===== config.mk =====
export PLATFORM = sky130hd
export DESIGN_NAME = pin_mux_bank
export DESIGN_NICKNAME = d
export VERILOG_FILES = /design/src/rtl/pin_mux_bank.sv
export SDC_FILE = /design/constraint.sdc
export NUM_CORES = 1
export LEC_CHECK = 0
export ABC_AREA = 1
export BUFFER_PORTS_ARGS = -buffer_cell sky130_fd_sc_hd__buf_4
export CAP_MARGIN = 20
export CORE_MARGIN = 2
export CORE_UTILIZATION = 52
export CTS_CLUSTER_SIZE = 16
export DETAILED_ROUTE_END_ITERATION = 6
export PLACE_DENSITY_LB_ADDON = 0.12
export SLEW_MARGIN = 20
export SYNTH_ARGS = -nofsm -noshare
export SYNTH_HDL_FRONTEND = slang
export SYNTH_SLANG_ARGS = --single-unit
export TNS_END_PERCENT = 10

===== constraint.sdc =====
create_clock -name clk -period 1.6 [get_ports clk]
set_clock_uncertainty 0.1 [all_clocks]
set_input_delay 0.24 -clock clk [delete_from_list [all_inputs] [get_ports clk]]
set_output_delay 0.24 -clock clk [all_outputs]
set_load 0.01 [all_outputs]

===== src/rtl/pin_mux_bank.sv =====
module pin_mux_bank #(
  parameter int NPINS = 16,
  parameter int AW = 5,
  parameter logic [NPINS-1:0] FUNC_RST = 'h000F
) (
  input  logic             clk,
  input  logic             rst_n,
  input  logic             bus_we,
  input  logic [AW-1:0]    bus_addr,
  input  logic [NPINS-1:0] bus_wdata,
  output logic [NPINS-1:0] bus_rdata,
  input  logic [NPINS-1:0] per_out,
  input  logic [NPINS-1:0] per_oe,
  output logic [NPINS-1:0] per_in,
  input  logic [NPINS-1:0] pad_in,
  output logic [NPINS-1:0] pad_out,
  output logic [NPINS-1:0] pad_oe,
  output logic [NPINS-1:0] pad_pu
);
  localparam logic [AW-1:0] OFS_FUNC = AW'(5'h00);
  localparam logic [AW-1:0] OFS_PU   = AW'(5'h04);
  localparam logic [AW-1:0] OFS_DIR  = AW'(5'h08);
  localparam logic [AW-1:0] OFS_IN   = AW'(5'h0C);
  localparam logic [AW-1:0] OFS_OUT  = AW'(5'h10);
  localparam logic [AW-1:0] OFS_ANA  = AW'(5'h14);

  logic [NPINS-1:0] func_q, pu_q, dir_q, out_q, ana_q;
  logic [NPINS-1:0] sy1_q, sy2_q;
  logic [NPINS-1:0] din;

  always_ff @(posedge clk or negedge rst_n) begin
    if (!rst_n) begin
      func_q <= FUNC_RST;
      pu_q   <= '0;
      dir_q  <= '0;
      out_q  <= '0;
      ana_q  <= '0;
    end else if (bus_we) begin
      case (bus_addr)
        OFS_FUNC: func_q <= bus_wdata;
        OFS_PU:   pu_q   <= bus_wdata;
        OFS_DIR:  dir_q  <= bus_wdata;
        OFS_OUT:  out_q  <= bus_wdata;
        OFS_ANA:  ana_q  <= bus_wdata;
        default: ;
      endcase
    end
  end

  always_ff @(posedge clk or negedge rst_n) begin
    if (!rst_n) begin
      sy1_q <= '0;
      sy2_q <= '0;
    end else begin
      sy1_q <= pad_in;
      sy2_q <= sy1_q;
    end
  end

  assign din    = sy2_q & ~ana_q;
  assign per_in = din;
  assign pad_pu = pu_q;

  for (genvar i = 0; i < NPINS; i++) begin : g_pin
    assign pad_out[i] = func_q[i] ? per_out[i] : out_q[i];
    assign pad_oe[i]  = !ana_q[i] && (func_q[i] ? per_oe[i] : dir_q[i]);
  end

  always_comb begin
    case (bus_addr)
      OFS_FUNC: bus_rdata = func_q;
      OFS_PU:   bus_rdata = pu_q;
      OFS_DIR:  bus_rdata = dir_q;
      OFS_IN:   bus_rdata = din;
      OFS_OUT:  bus_rdata = out_q;
      OFS_ANA:  bus_rdata = ana_q;
      default:  bus_rdata = '0;
    endcase
  end
endmodule


=== After elaboration in Yosys (flattened, before gate mapping) ===
Index checks and enable logic that the tools add are counted.

* Bits in registers: 112
* Bits of input ports: 72
* Word-level logic and storage cells: 85

* Eq/ne operators: 5
* Muxes and demuxes: 33
* Bitwise gates (word level): 2
* Reduce and logical (&&, ||, !) cells: 38

{| class="wikitable"
|+ Operator list
! cell !! count
|-
| one-hot mux 16 bit (6 select lines) || 1
|-
| two-way mux 1 bit || 32
|-
| AND 16 bit || 1
|-
| logical AND 1 bit || 16
|-
| zero test 1 bit || 16
|-
| inverter 16 bit || 1
|-
| == test 5 x 4 -> 1 bit (second input constant) || 2
|-
| == test 5 bit (second input constant) || 2
|-
| AND reduction 2 bit || 5
|-
| == test 5 x 3 -> 1 bit (second input constant) || 1
|-
| zero test 5 bit || 1
|}

=== Logic depth before layout (Yosys ltp) ===
* Depth in word-level cells: 3
* Gate-level depth with buffers: 8
* Mapped depth without buffers: 8

=== Worst setup path after synthesis ===
Ideal clock, no wire load.

* Kind: input -> output
* Start: input port bus_addr[4]
* End: output port bus_rdata[3]
* Arrival: 1150 ps
* Required time: 1260 ps
* Setup slack: 110 ps
* Stages on the path: 8
* Path through: buf_4 -> inv_2 -> buf_4 -> buf_2 -> nand4_1 -> nand2_1 -> nor2_1 -> nand2_1

* Word-level cells in the longest chain between the ends: 2
* Elaborated cells on any way between the ends: 7
* Classes of those cells: 5 x eq/ne; 1 x mux; 1 x reduce/logical

{| class="wikitable"
|+ RTL lines
! what !! line !! RTL
|-
| start, declared || 9 || <nowiki>input logic [AW-1:0] bus_addr,</nowiki>
|-
| == test 5 bit, or another cell as far along || 70 || <nowiki>case (bus_addr)</nowiki>
|-
| one-hot mux 16 bit (6 select lines) (*) || 70 ||
|-
| end, declared || 11 || <nowiki>output logic [NPINS-1:0] bus_rdata,</nowiki>
|}

Mark *: on every way between the ends. The rest lies on a longest branch, timed or not.

=== Worst setup path after layout ===
* Start: register ana_q[8]
* End: output port bus_rdata[8]

* Word-level cells in the longest chain between the ends: 3

{| class="wikitable"
|+ RTL lines
! what !! line !! RTL
|-
| start, declared || 27 || <nowiki>logic [NPINS-1:0] func_q, pu_q, dir_q, out_q, ana_q;</nowiki>
|-
| start signal, assigned || 44 || <nowiki>OFS_ANA: ana_q <= bus_wdata;</nowiki>
|-
| inverter 16 bit || 60 || <nowiki>assign din = sy2_q & ~ana_q;</nowiki>
|-
| AND 16 bit || 60 ||
|-
| one-hot mux 16 bit (6 select lines) (*) || 70 ||
|}

Marked as above.

==> metrics.cfg <==
[timing]
hold_viol_final = 0
relSlewSlack = 0.805
fin_crit_ps = 1710
rsz0062_at_grt = yes
setup_viol = 19
fmax_mhz = 586
slew_violations = 0
worst_slew_pin_slew_ps = 292
worst_slack_ps = -107
fin_crit_sh = 1.07

[layout]
multi_input_area_sq_um = 2210
nets = 936
area_growth_pct = 40.3
layout.cells.non_filler = 1005
mostFrequentLayoutCell = nand2_1
drive_gt1_frac = 0.316
ff_latch_area_sq_um = 2810
nFillCells = 743
final_cell_mix = nand2_1, buf_4, dfrtp_1, nand4_1, o21ai_1
diodes = 0
utilization = 0.740

[synth]
syn_area_per_cell_sq_um = 7.97
syn_inst = 671
synth_area_sq_um = 5350
synth.area.top_cells = dfrtp_1, nand2_1, nand4_1
ys_seq_area_frac = 0.525
synth_top_area_share = 0.505
yosysWarnings = 0
syn_nets = 743
yosysTopAreaCell = dfrtp_1
ys_types = 24
ys_ff_latch = 112

[critical_path]
rr_worst_depth = 4
crit_required_ps = 1260
worstSetupStartpoint = ana_q[8]
endpoint_kind = output pin
path_cells = or2_4 -> nor2_1 -> a21oi_1 -> nand2_1 -> buf_6
start_kind = flip-flop
worst-path-max-fanout = 2
slowest_delay_ps = 410
worstReg2RegStart = ana_q[8]
worstSetupPathType = flip-flop to output pin
slowest_stage = dfrtp_1
r2r_end = ana_q[8]
r2r_setup_slack_ps = 640
cp-endpoint = bus_rdata[8]
critical_path_arrival_ps = 1370

[global_route]
grt_overflow_total = 0
grt_max_degree = 33
grt.total_usage = 0.288
antenna_found_initial = 0
grt_pass1_vias = 5206
grt_pass1_wl_microns = 25400

[placed_design]
place_hpwl_microns = 11000
dp.cells = 963
io_buffers = 151
place_congestion = 0.871

[floorplanning]
core_sq_um = 10100
die_area_sq_um = 11100
die_x_microns = 105
die-height_microns = 105
pin_count = 152
initial_core_util = 0.527
fp-row-count = 37

[route]
wl_met2_microns = 7640
wl_per_cell_microns = 15.4
drt_wl_total_microns = 15500
dr_total_vias = 5352
drt_iter0_markers = 339
routed.top_layer = met4
drt-met1-wl_microns = 6350
drt.antenna.violating_nets = 0
drtPass1Iterations = 5
avgViaCountPerCell = 5.33
drc = 0
met3RoutedLength_microns = 1130

[clock_network]
clock_path_buffers = 2
cts_buffers = 9
clk_latency_ps = 370
cts_root_buffer = clkbuf_8
cts_tree = done
h-tree-depth = 3
clock-sinks = 112
clkTransAtPathRegs_ps = 100

[hold_path]
min_path_type = input port to flip-flop

[status]
status = complete, but fails checks
violations = setup timing

[pwr]
peakVddDrop_uv = 656
power.density_nw_per_um2 = 1000
p_leak_nw = 3.96

[run]
cap_violations = 0

worst min-delay path by stage:
stage,start,end,cells past startpoint
6_report,bus_wdata[5],out_q[5],3
5_1_grt,bus_wdata[5],ana_q[5],3
4_1_cts,bus_wdata[5],out_q[5],3
3_5_place_dp,rst_n,sy2_q[3],1
3_3_place_gp,rst_n,sy2_q[15],1
2_1_floorplan,rst_n,ana_q[0],0
Yosys cell counts (all sizes together):
master  instances
nand3           2
inv            68
dfstp           4
nand2         232
nor2           45
or2             5
clkbuf          9
clkinv          1
buf            25
nand4          67
a21oi          21
o21ai          84
dfrtp         108
what timing repair did:
| item | CTS | global route |
|---|---|---|
| setup endpoints to repair | 29 | 35 |
| gates resized for setup | 25 | 33 |
| hold buffers | 17 | 0 |
| endpoints found under the hold margin | 125 | 0 |
| setup buffers | 8 | 1 |
| pin swaps | 27 | 4 |
metrics by stage:
step	area [sq um]	hold WS, ps	power, mW	worst slack (ps)	setup TNS [ps]
2_1_floorplan	5350	-156	4.51	110	0
3_3_place_gp	6890	48.7	5.50	-134	-1860
3_5_place_dp	6890	44.7	5.58	-144	-3250
4_1_cts	7410	61.8	7.47	-123	-1360
5_1_grt	7500	74.5	7.93	-194	-3160
6_report	7500	69.7	7.52	-107	-1170
power by group:
group / switching [mW] / internal [mW]
registers: 0.408 / 3.26
logic: 1.03 / 1.06
clock network: 0.951 / 0.815
sequential cells by signal, indices dropped and copies added, names as in the netlist:
name	count
sy2_q	16
out_q	16
ana_q	16
dir_q	16
sy1_q	16
pad_pu	16
func_q	16
per-layer routing:
layer,track usage,vias to the layer above
met5,0,-
met4,0.122,0
met3,0.0433,30
met2,0.471,249
met1,0.384,2498
li1,-,2575
worst max-delay path: cells and delay by family, from the launching register on:
| kind | cells | cell delay [ps] |
|---|---|---|
| and+or+nand+nor | 3 | 430 |
| DFF | 1 | 410 |
| buffers and inverters | 1 | 100 |
| AOI/OAI and AO/OA | 1 | 40 |
cell families after synthesis:
logic type	synth area share
DFF	0.525
buffers and inverters	0.0814
and+or+nand+nor	0.295
AOI/OAI and AO/OA	0.0983
area by class of cell:
cell class	count	area share
Sequential cell	112	0.375
Clock inverter	4	0.00684
Multi-Input combinational cell	456	0.294
Inverter	69	0.0345
Clock buffer	12	0.0207
Timing Repair Buffer	216	0.246
Tap cell	136	0.0227
(Power assumes the default switching activity.)
